`src/rtl/ccp_pkg.sv`:
```
package ccp_pkg;
    localparam int NCH    = 2;
    localparam int CH_W   = 1;
    localparam int IDX_W  = 3;
    localparam int AW     = 16;
    localparam int DW     = 16;
    localparam int BW     = 8;
    localparam int RA_W   = 10;
    localparam int RAH_W  = RA_W - BW;
    localparam int TMG_W  = 8;

    localparam logic [IDX_W-1:0] IX_CMD   = 3'd0;
    localparam logic [IDX_W-1:0] IX_GEN   = 3'd1;
    localparam logic [IDX_W-1:0] IX_RALO  = 3'd2;
    localparam logic [IDX_W-1:0] IX_RACTL = 3'd3;
    localparam logic [IDX_W-1:0] IX_CTL   = 3'd4;
    localparam logic [IDX_W-1:0] IX_DTMG  = 3'd5;
    localparam logic [IDX_W-1:0] IX_CTMG  = 3'd6;
    localparam logic [IDX_W-1:0] IX_LAST  = 3'd6;

    localparam logic [1:0] OFS_DATA = 2'd0;
    localparam logic [1:0] OFS_PTR  = 2'd1;
    localparam logic [1:0] OFS_TEST = 2'd2;
    localparam logic [1:0] OFS_IRQ  = 2'd3;

    localparam logic [BW-1:0] PTR_RST = 8'h50;

    typedef struct packed {
        logic [AW-1:0]    cmd_base;
        logic [AW-1:0]    ctl_base;
        logic [BW-1:0]    gen;
        logic [BW-1:0]    ra_lo;
        logic             ra_en;
        logic             mode4;
        logic [RAH_W-1:0] ra_hi;
        logic [TMG_W-1:0] dtmg;
        logic [TMG_W-1:0] ctmg;
    } chan_cfg_t;

    function automatic chan_cfg_t cfg_reset(input int ch);
        chan_cfg_t r;
        r.cmd_base = (ch != 0) ? 16'h0170 : 16'h01F0;
        r.ctl_base = (ch != 0) ? 16'h0376 : 16'h03F6;
        r.gen      = 8'h01;
        r.ra_lo    = '0;
        r.ra_en    = 1'b0;
        r.mode4    = 1'b0;
        r.ra_hi    = '0;
        r.dtmg     = 8'hF5;
        r.ctmg     = 8'hDE;
        return r;
    endfunction
endpackage

```
`src/rtl/ccp_pointer.sv`:
```
module ccp_pointer
    import ccp_pkg::*;
(
    input  logic             clk,
    input  logic             rst_n,
    input  logic             ptr_wr,
    input  logic [BW-1:0]    wbyte,
    input  logic             data_acc,
    output logic [CH_W-1:0]  chan_o,
    output logic [IDX_W-1:0] idx_o,
    output logic [BW-1:0]    ptr_byte_o
);
    typedef struct packed {
        logic             adv;
        logic [2:0]       misc;
        logic [CH_W-1:0]  chan;
        logic [IDX_W-1:0] idx;
    } ptr_t;

    ptr_t ptr_d, ptr_q;

    always_comb begin
        ptr_d = ptr_q;
        if (ptr_wr) begin
            ptr_d = ptr_t'(wbyte);
        end else if (data_acc && ptr_q.adv) begin
            ptr_d.idx = (ptr_q.idx >= IX_LAST) ? '0 : ptr_q.idx + 3'd1;
        end
    end

    always_ff @(posedge clk) begin
        if (!rst_n) ptr_q <= ptr_t'(PTR_RST);
        else        ptr_q <= ptr_d;
    end

    assign chan_o     = ptr_q.chan;
    assign idx_o      = ptr_q.idx;
    assign ptr_byte_o = ptr_q;

    assert_idx_wrap_R4: assert property (@(posedge clk) disable iff (!rst_n)
        (data_acc && !ptr_wr && ptr_q.adv && ptr_q.idx == IX_LAST) |=> (ptr_q.idx == '0));
    assert_chan_kept_R4: assert property (@(posedge clk) disable iff (!rst_n)
        (data_acc && !ptr_wr) |=> $stable(ptr_q.chan));
    assert_no_adv_R4: assert property (@(posedge clk) disable iff (!rst_n)
        (data_acc && !ptr_wr && !ptr_q.adv) |=> $stable(ptr_q.idx));
endmodule

```
`src/rtl/ccp_bank.sv`:
```
module ccp_bank
    import ccp_pkg::*;
#(
    parameter int CH = 0
) (
    input  logic             clk,
    input  logic             rst_n,
    input  logic             wr_en,
    input  logic [IDX_W-1:0] idx,
    input  logic [DW-1:0]    wdata,
    output logic [DW-1:0]    rdata,
    output chan_cfg_t        cfg_o,
    output logic             fifo_clr_o
);
    typedef struct packed {
        chan_cfg_t cfg;
        logic      fifo;
    } bank_t;

    bank_t bank_d, bank_q;

    always_comb begin
        bank_d      = bank_q;
        bank_d.fifo = 1'b0;
        if (wr_en) begin
            case (idx)
                IX_CMD:   bank_d.cfg.cmd_base = wdata;
                IX_GEN:   bank_d.cfg.gen      = wdata[BW-1:0];
                IX_RALO:  bank_d.cfg.ra_lo    = wdata[BW-1:0];
                IX_RACTL: begin
                    bank_d.cfg.ra_en = wdata[7];
                    bank_d.fifo      = wdata[6];
                    bank_d.cfg.mode4 = wdata[4];
                    bank_d.cfg.ra_hi = wdata[RAH_W-1:0];
                end
                IX_CTL:   bank_d.cfg.ctl_base = wdata;
                IX_DTMG:  bank_d.cfg.dtmg     = wdata[TMG_W-1:0];
                IX_CTMG:  bank_d.cfg.ctmg     = wdata[TMG_W-1:0];
                default:  ;
            endcase
        end
    end

    always_ff @(posedge clk) begin
        if (!rst_n) bank_q <= '{cfg: cfg_reset(CH), fifo: 1'b0};
        else        bank_q <= bank_d;
    end

    always_comb begin
        case (idx)
            IX_CMD:   rdata = bank_q.cfg.cmd_base;
            IX_GEN:   rdata = {8'h00, bank_q.cfg.gen};
            IX_RALO:  rdata = {8'h00, bank_q.cfg.ra_lo};
            IX_RACTL: rdata = {8'h00, bank_q.cfg.ra_en, 2'b00, bank_q.cfg.mode4,
                               2'b00, bank_q.cfg.ra_hi};
            IX_CTL:   rdata = bank_q.cfg.ctl_base;
            IX_DTMG:  rdata = {8'h00, bank_q.cfg.dtmg};
            IX_CTMG:  rdata = {8'h00, bank_q.cfg.ctmg};
            default:  rdata = '0;
        endcase
    end

    assign cfg_o      = bank_q.cfg;
    assign fifo_clr_o = bank_q.fifo;

    assert_idx7_ignored_R5: assert property (@(posedge clk) disable iff (!rst_n)
        (wr_en && idx == 3'd7) |=> $stable(bank_q.cfg));
    assert_fifo_source_R8: assert property (@(posedge clk) disable iff (!rst_n)
        fifo_clr_o |-> $past(wr_en && idx == IX_RACTL && wdata[6]));
endmodule

```
`src/rtl/ccp_ctrl.sv`:
```
module ccp_ctrl
    import ccp_pkg::*;
(
    input  logic           clk,
    input  logic           rst_n,
    input  logic           test_wr,
    input  logic           mask_wr,
    input  logic [BW-1:0]  wbyte,
    input  logic [NCH-1:0] drv_irq,
    input  logic [NCH-1:0] bm_irq,
    input  logic           legacy_hdr,
    output logic [BW-1:0]  status_byte,
    output logic [BW-1:0]  irqreg_byte,
    output logic           compat_o,
    output logic           testm_o,
    output logic [NCH-1:0] irq_o
);
    typedef struct packed {
        logic           compat;
        logic           testm;
        logic [NCH-1:0] mask;
    } ctrl_t;

    ctrl_t ctrl_d, ctrl_q;

    always_comb begin
        ctrl_d = ctrl_q;
        if (test_wr && wbyte[7]) begin
            ctrl_d.compat = wbyte[1];
            ctrl_d.testm  = wbyte[0];
        end
        if (mask_wr) ctrl_d.mask = wbyte[NCH-1:0];
    end

    always_ff @(posedge clk) begin
        if (!rst_n) ctrl_q <= '0;
        else        ctrl_q <= ctrl_d;
    end

    for (genvar c = 0; c < NCH; c++) begin : g_irq
        assign irq_o[c] = (drv_irq[c] | bm_irq[c]) & ~ctrl_q.mask[c];
    end

    assign status_byte = {6'b0, bm_irq[0], drv_irq[0]};
    assign irqreg_byte = {3'b0, legacy_hdr, bm_irq[1], drv_irq[1], ctrl_q.mask};
    assign compat_o    = ctrl_q.compat;
    assign testm_o     = ctrl_q.testm;

    assert_test_guard_R9: assert property (@(posedge clk) disable iff (!rst_n)
        (test_wr && !wbyte[7]) |=> ($stable(ctrl_q.compat) && $stable(ctrl_q.testm)));
    assert_mask_load_R11: assert property (@(posedge clk) disable iff (!rst_n)
        mask_wr |=> (ctrl_q.mask == $past(wbyte[NCH-1:0])));
    assert_irq_silent_R12: assert property (@(posedge clk) disable iff (!rst_n)
        ((drv_irq | bm_irq) == '0) |-> (irq_o == '0));
endmodule

```
`src/rtl/chan_cfg_port.sv`:
```
module chan_cfg_port
    import ccp_pkg::*;
(
    input  logic                       clk,
    input  logic                       rst_n,
    input  logic                       host_wr,
    input  logic                       host_rd,
    input  logic [1:0]                 host_addr,
    input  logic [DW-1:0]              host_wdata,
    output logic [DW-1:0]              host_rdata,
    input  logic [NCH-1:0]             drv_irq_i,
    input  logic [NCH-1:0]             bm_irq_i,
    input  logic                       legacy_hdr_i,
    output logic [NCH-1:0][AW-1:0]     cmd_base_o,
    output logic [NCH-1:0][AW-1:0]     ctl_base_o,
    output logic [NCH-1:0]             dma_en_o,
    output logic [NCH-1:0]             drv_reset_o,
    output logic [NCH-1:0]             iordy_en_o,
    output logic [NCH-1:0]             narrow_o,
    output logic [NCH-1:0]             irq_low_o,
    output logic [NCH-1:0]             pwr_save_o,
    output logic [NCH-1:0]             bm_mode_o,
    output logic [NCH-1:0]             io_en_o,
    output logic [NCH-1:0]             ra_en_o,
    output logic [NCH-1:0]             mode4_o,
    output logic [NCH-1:0][RA_W-1:0]   ra_count_o,
    output logic [NCH-1:0]             fifo_clr_o,
    output logic [NCH-1:0][TMG_W-1:0]  data_tmg_o,
    output logic [NCH-1:0][TMG_W-1:0]  cmd_tmg_o,
    output logic                       compat_mode_o,
    output logic                       test_mode_o,
    output logic [NCH-1:0]             irq_o
);
    logic                   data_acc;
    logic                   ptr_wr;
    logic [CH_W-1:0]        chan;
    logic [IDX_W-1:0]       idx;
    logic [BW-1:0]          ptr_byte;
    logic [BW-1:0]          status_byte;
    logic [BW-1:0]          irqreg_byte;
    logic [NCH-1:0][DW-1:0] bank_rd;
    chan_cfg_t              cfg [NCH];

    assign data_acc = (host_wr || host_rd) && (host_addr == OFS_DATA);
    assign ptr_wr   = host_wr && (host_addr == OFS_PTR);

    ccp_pointer u_ptr (
        .clk        (clk),
        .rst_n      (rst_n),
        .ptr_wr     (ptr_wr),
        .wbyte      (host_wdata[BW-1:0]),
        .data_acc   (data_acc),
        .chan_o     (chan),
        .idx_o      (idx),
        .ptr_byte_o (ptr_byte)
    );

    for (genvar g = 0; g < NCH; g++) begin : g_bank
        logic bank_wr;
        assign bank_wr = host_wr && (host_addr == OFS_DATA) && (chan == CH_W'(g));

        ccp_bank #(.CH(g)) u_bank (
            .clk        (clk),
            .rst_n      (rst_n),
            .wr_en      (bank_wr),
            .idx        (idx),
            .wdata      (host_wdata),
            .rdata      (bank_rd[g]),
            .cfg_o      (cfg[g]),
            .fifo_clr_o (fifo_clr_o[g])
        );

        assign cmd_base_o[g]  = cfg[g].cmd_base;
        assign ctl_base_o[g]  = cfg[g].ctl_base;
        assign dma_en_o[g]    = cfg[g].gen[7];
        assign drv_reset_o[g] = cfg[g].gen[6];
        assign iordy_en_o[g]  = cfg[g].gen[5];
        assign narrow_o[g]    = cfg[g].gen[4];
        assign irq_low_o[g]   = cfg[g].gen[3];
        assign pwr_save_o[g]  = cfg[g].gen[2];
        assign bm_mode_o[g]   = cfg[g].gen[1];
        assign io_en_o[g]     = cfg[g].gen[0];
        assign ra_en_o[g]     = cfg[g].ra_en;
        assign mode4_o[g]     = cfg[g].mode4;
        assign ra_count_o[g]  = {cfg[g].ra_hi, cfg[g].ra_lo};
        assign data_tmg_o[g]  = cfg[g].dtmg;
        assign cmd_tmg_o[g]   = cfg[g].ctmg;
    end

    ccp_ctrl u_ctrl (
        .clk         (clk),
        .rst_n       (rst_n),
        .test_wr     (host_wr && (host_addr == OFS_TEST)),
        .mask_wr     (host_wr && (host_addr == OFS_IRQ)),
        .wbyte       (host_wdata[BW-1:0]),
        .drv_irq     (drv_irq_i),
        .bm_irq      (bm_irq_i),
        .legacy_hdr  (legacy_hdr_i),
        .status_byte (status_byte),
        .irqreg_byte (irqreg_byte),
        .compat_o    (compat_mode_o),
        .testm_o     (test_mode_o),
        .irq_o       (irq_o)
    );

    always_comb begin
        case (host_addr)
            OFS_DATA: host_rdata = bank_rd[chan];
            OFS_PTR:  host_rdata = {8'h00, ptr_byte};
            OFS_TEST: host_rdata = {8'h00, status_byte};
            default:  host_rdata = {8'h00, irqreg_byte};
        endcase
    end

    assert_fifo_onehot_R8: assert property (@(posedge clk) disable iff (!rst_n)
        $onehot0(fifo_clr_o));
endmodule

```
`config.mk`:
```
export PLATFORM = sky130hd
export DESIGN_NAME = chan_cfg_port
export DESIGN_NICKNAME = d
export VERILOG_FILES = /design/src/rtl/ccp_pkg.sv /design/src/rtl/ccp_pointer.sv /design/src/rtl/ccp_bank.sv /design/src/rtl/ccp_ctrl.sv /design/src/rtl/chan_cfg_port.sv
export SDC_FILE = /design/constraint.sdc
export NUM_CORES = 1
export LEC_CHECK = 0
export CAP_MARGIN = 20
export CELL_PAD_IN_SITES_DETAIL_PLACEMENT = 1
export CELL_PAD_IN_SITES_GLOBAL_PLACEMENT = 1
export CORE_ASPECT_RATIO = 0.6
export CORE_MARGIN = 2
export CORE_UTILIZATION = 38
export CTS_BUF_LIST = sky130_fd_sc_hd__clkbuf_4 sky130_fd_sc_hd__clkbuf_8
export CTS_CLUSTER_DIAMETER = 120
export DETAILED_ROUTE_END_ITERATION = 16
export GPL_TIMING_DRIVEN = 0
export PLACE_DENSITY_LB_ADDON = 0.1
export SLEW_MARGIN = 20
export SYNTH_ARGS = -nofsm -noshare
export SYNTH_HDL_FRONTEND = slang
export SYNTH_HIERARCHICAL = 1
export SYNTH_SLANG_ARGS = --single-unit
```
`constraint.sdc`:
```
create_clock -name clk -period 3.3 [get_ports clk]
set_input_delay 0.495 -clock clk [delete_from_list [all_inputs] [get_ports clk]]
set_output_delay 0.495 -clock clk [all_outputs]
set_load 0.005 [all_outputs]
```
* Yosys cells after proc, flatten, opt, wreduce, memory -nomap -nowiden
Cells that the tools add are included.
Cells by class: add/subtract/negate cells 1, order comparisons 2, equality and inequality tests 9, muxes and demuxes 9, bitwise operators 7, reduce and logical (&&, ||, !) cells 29
Operator list (count):
- 16-bit one-hot mux with 7 select lines | 2
- 16-bit one-hot mux with 3 select lines | 1
- 16-bit two-way mux | 2
- 2-bit AND reduction | 16
- 3-bit == test, second input constant | 3
- 1-bit logical AND | 9
- 3-bit two-way mux | 3
- 3-bit by 2-bit == test with 1-bit output, second input constant | 2
- 2-bit == test, second input constant | 2
- 3-bit by 1-bit adder with 3-bit output, second input constant | 1
- 3-bit by 1-bit == test with 1-bit output, second input constant | 1
- 3-bit greater-or-equal comparator, second input constant | 1
- 3-bit logical NOT | 1
- 1-bit inverter | 3
- 1-bit AND | 2
- 2-bit by 1-bit == test with 1-bit output, second input constant | 1
- 2-bit logical NOT | 1
- 1-bit by 2-bit < comparator with 1-bit output, second input constant | 1
- 1-bit bitwise OR | 2
- 2-bit nonzero test | 1
- 1-bit logical OR | 1
- 1-bit two-way mux | 1
Word-level totals: register bits 150, input port bits 27, output and inout bits 158, logic and storage cells 84

* Logic depth before layout (Yosys ltp)
depth in word-level cells 5, mapped depth 9, mapped depth without buffers 5

* By module
Netlist, hierarchy kept.
By module, submodules not included:
- ccp_bank at g_bank[1].u_bank | times used 1, cells each 357, area an instance 3219.3 um^2, sequential area each 1381.3 um^2
- ccp_bank at g_bank[0].u_bank | times used 1, cells each 357, area an instance 3213.1 um^2, sequential area each 1381.3 um^2
- chan_cfg_port | times used 1, cells each 46, area an instance 493.0 um^2, sequential area each 0.0 um^2
- ccp_pointer | times used 1, cells each 40, area an instance 381.6 um^2, sequential area each 160.2 um^2
- ccp_ctrl | times used 1, cells each 34, area an instance 272.8 um^2, sequential area each 80.1 um^2

* Least setup slack after synthesis
OpenSTA, ideal clock, no wires.
kind flip-flop to output port, from register u_ptr.ptr_q (netlist bit u_ptr/idx_o[1]), to output port host_rdata[3], data arrival time 2.222 ns, data required time 2.805 ns, setup slack 0.583 ns, cell stages (with the launch flop) 8, buffers on the path 2, cell sequence dfxtp_1 -> buf_4 -> buf_6 -> mux2_2 -> a22oi_1 -> o21ai_0 -> mux2_4 -> mux4_2
RTL lines:
- from (decl) | line ccp_pointer.sv:20 | ptr_t ptr_d, ptr_q;
- from (signal assigned) | line ccp_pointer.sv:32 | if (!rst_n) ptr_q <= ptr_t'(PTR_RST);
- from (signal assigned) | line ccp_pointer.sv:33 | else ptr_q <= ptr_d;
- to (decl) | line chan_cfg_port.sv:10 | output logic [DW-1:0] host_rdata,

==> impl_metrics.csv <==
group,metric,value,unit
run_status,outcome,"completed",
yosys,ys_seq_elements,150,
die,die_width,186,um
clock_tree,numCtsBuffers,17,
clock_tree,cts_root_buf,"clkbuf_8",
sta,finalCritPeriodShare,0.983,
yosys,synthesis.area,7580,um2
detailed_routing,postRouteAntennaNets,0,
sta,clock_skew,0.0127,ns
worst_setup_path,reg2reg_depth,9,
clock_tree,cts_sinks,150,
global_routing,grt_antenna_before_repair,0,
sta,final_hold_viol_count,0,
placement,place_inst,1291,
worst_setup_path,worstPathRequired,2.80,ns
sta,rsz0062_at_grt,"false",
clock_tree,path_clk_slew,0.08,ns
worst_setup_path,crit_end,"host_rdata[7]",
placement,gp_congestion,0.899,
sta,max-slew-margin-rel,0.257,
final_layout,drive_gt1_frac,0.175,
die,design.die.area,21100,um2
detailed_routing,route.detailed.drc,0,
clock_tree,cts_hold_buf,0,
detailed_routing,post_drt_wl_per_cell,22.8,um
worst_setup_path,r2r-end,"g_bank[1].u_bank/cfg_o[60]",
global_routing,grt_max_degree,24,
global_routing,globalRouteOverflowTotal,0,
final_layout,fin_cells,1342,
power_and_ir_drop,peakVddDrop,301,uV
sta,report.final.slew_viol_count,0,
detailed_routing,drt_wl_total,30500,um
final_layout,final_cell_mix,"nand2_1, clkdlybuf4s50_1, dfxtp_1, mux2i_1",
worst_hold_path,min_path_type,"register to register",
yosys,synthCells,834,
worst_setup_path,r2r_start,"u_ptr/chan_o",
detailed_routing,first_pass_iters,5,
detailed_routing,viasPerCell,5.41,
power_and_ir_drop,power_density,359,nW/um2
sta,tightestPinTransition,1.11,ns
final_layout,areaGrowthSynthToFinish,39.6,%
final_layout,n_antenna_cell,0,
die,core-area,19300,um2
yosys,synth_xor_area_frac,0.00116,
final_layout,mostFrequentLayoutCell,"nand2_1",
worst_setup_path,rrSetupSlack,0.74,ns
placement,io_buffers,183,
detailed_routing,drt_iter0_markers,571,
yosys,synth_top_family_by_area,"simple AND/OR/NAND/NOR gates",
yosys,synth_edf_count,0,
sta,max_freq,308,MHz
placement,dpl-instance-area,9770,um2
clock_tree,clk_latency,0.48,ns
worst_setup_path,crit_type,"register to primary output",
sta,setup_viol,0,
die,io_pins,185,
yosys,ys_seq_area_frac,0.396,
final_layout,final_util,0.549,
yosys,synth.distinct_cells,55,
global_routing,grt_pass1_vias,7098,
yosys,synth_top_flop_cell,"dfxtp_1",
yosys,avgSynthCellArea,9.09,um2
clock_tree,cts.path.max_buffers,2,
die,rows,39,
worst_setup_path,cp.arrival,2.75,ns
global_routing,track_usage,0.286,
yosys,synth_compound_gate_area_share,0.0941,
clock_tree,htreeDepth,4,
worst_setup_path,crit_start,"u_ptr/idx_o[0]",
yosys,synth.area.mux_share,0.199,
worst_setup_path,cp_max_fo,6,
power_and_ir_drop,p_leak,3.98,nW
final_layout,final_nets,1091,
die,die_y,113,um
yosys,synth-simple-area-share,0.239,
worst_setup_path,end_kind,"primary output",
worst_setup_path,cp-start-kind,"register",
yosys,synthArstFlopShare,0,
flow_run,cap_violations,0,
power_and_ir_drop,finalPower,3.79,mW
final_layout,stdcell_area,10600,um2
sta,fin_crit,3.24,ns
clock_tree,cts_tree,"built",
global_routing,grt_pass1_wl,44900,um
yosys,yosysWarnings,6,
placement,dpl.hpwl,22000,um
die,initial_core_util,0.393,
yosys,synthAdderAreaFrac,0.00165,
detailed_routing,via_count,7254,
worst min-delay path by stage:
stage	slack (ns)	endpoint	start	cells past startpoint
5_1_grt	0.49	u_ctrl/testm_o	u_ctrl/testm_o	2
3_5_place_dp	0.45	u_ctrl/testm_o	u_ctrl/testm_o	2
3_3_place_gp	0.45	u_ctrl/compat_o	u_ctrl/compat_o	2
2_1_floorplan	0.43	u_ptr/ptr_byte_o[4]	u_ptr/ptr_byte_o[4]	2
6_report	0.47	u_ctrl/testm_o	u_ctrl/testm_o	2
4_1_cts	0.47	u_ctrl/testm_o	u_ctrl/testm_o	2
cell usage after synthesis, types with 3 or more instances:
| cell type | count | area share |
|---|---|---|
| nor2b_1 | 42 | 0.035 |
| mux2_2 | 8 | 0.012 |
| o211ai_1 | 4 | 0.0040 |
| a21boi_1 | 15 | 0.015 |
| mux2i_1 | 107 | 0.14 |
| o21ai_0 | 4 | 0.0026 |
| nor4bb_1 | 3 | 0.0040 |
| or3_1 | 4 | 0.0033 |
| mux4_2 | 10 | 0.030 |
| nand2b_1 | 6 | 0.0050 |
| inv_1 | 7 | 0.0035 |
| and4bb_2 | 4 | 0.0066 |
| mux2_4 | 8 | 0.016 |
| nor2_1 | 40 | 0.020 |
| clkbuf_2 | 3 | 0.0020 |
| buf_6 | 5 | 0.0074 |
| a22oi_1 | 6 | 0.0059 |
| nand4b_1 | 4 | 0.0046 |
| or2_2 | 3 | 0.0025 |
| clkbuf_1 | 18 | 0.0089 |
| and4b_1 | 4 | 0.0053 |
| buf_2 | 19 | 0.013 |
| nand3_1 | 44 | 0.029 |
| buf_4 | 34 | 0.034 |
| o221ai_1 | 4 | 0.0046 |
| a221oi_2 | 4 | 0.0079 |
| nand2_1 | 200 | 0.099 |
| o221a_2 | 4 | 0.0059 |
| a21boi_0 | 33 | 0.033 |
| dfxtp_1 | 150 | 0.40 |
metal layers:
metal  global-route usage  share of wire  up-vias
li1                     -              -     3300
met1                0.434           0.50     3635
met2                0.409           0.41      297
met3               0.0597          0.080       22
met4               0.0677          0.010        0
met5                    0              0        -
through the flow:
step | setup slack [ns] | hold slack (ns) | setup TNS (ns)
6_report | 0.0570 | 0.468 | 0
2_1_floorplan | 0.583 | 0.435 | 0
4_1_cts | -0.0349 | 0.472 | -0.0349
5_1_grt | 0.00269 | 0.494 | 0
3_3_place_gp | -0.450 | 0.453 | -2.03
3_5_place_dp | -0.448 | 0.446 | -2.08
final cells by class:
type	count	area [um2]
Clock buffer	18	248
Inverter	7	26.3
Buffer	79	593
Fill cell	2180	8690
Clock inverter	14	151
Tap cell	266	333
Timing Repair Buffer	203	2000
Multi-Input combinational cell	605	4220
Sequential cell	150	3010
critical path, cell delays in order (launching register included):
cell and delay (ns):
dfxtp_4 0.41, buf_8 0.14, mux4_2 0.51, nor2_2 0.09
a21oi_1 0.06, mux2_4 0.30, mux4_2 0.47, dlygate4sd2_1 0.29
where the power goes:
group	internal [mW]	switching (mW)	total, mW
combinational	0.221	0.254	0.474
clock	0.696	0.783	1.48
sequential	1.82	0.0170	1.84
kinds of logic (layout without fill, tap and decap cells):
group / after synthesis / in the layout
adders and majority gates: 1 / 1
DFF: 150 / 150
muxes: 133 / 133
AOI/OAI and AO/OA: 89 / 89
buffers and inverters: 87 / 321
other: 1 / 9
xor gates and xnor gates: 1 / 1
and+or+nand+nor: 372 / 372
state kept, by name, summed over array words and instances, names as in the netlist:
register                  count
g_bank.u_bank/cfg_o         136
u_ptr/ptr_byte_o              4
u_ptr/idx_o                   3
g_bank.u_bank/fifo_clr_o      2
u_ctrl/irqreg_byte            2
u_ctrl/compat_o               1
u_ctrl/testm_o                1
u_ptr/chan_o                  1
timing repair:
action                                  CTS  global route
pin swaps                                 4             2
buffers inserted                         13             5
gates resized for setup                  69            10
hold endpoints to repair                  0             0
endpoints found under the setup margin   16             6
cloned                                    0             2
Power figures use the tool's default switching activity.
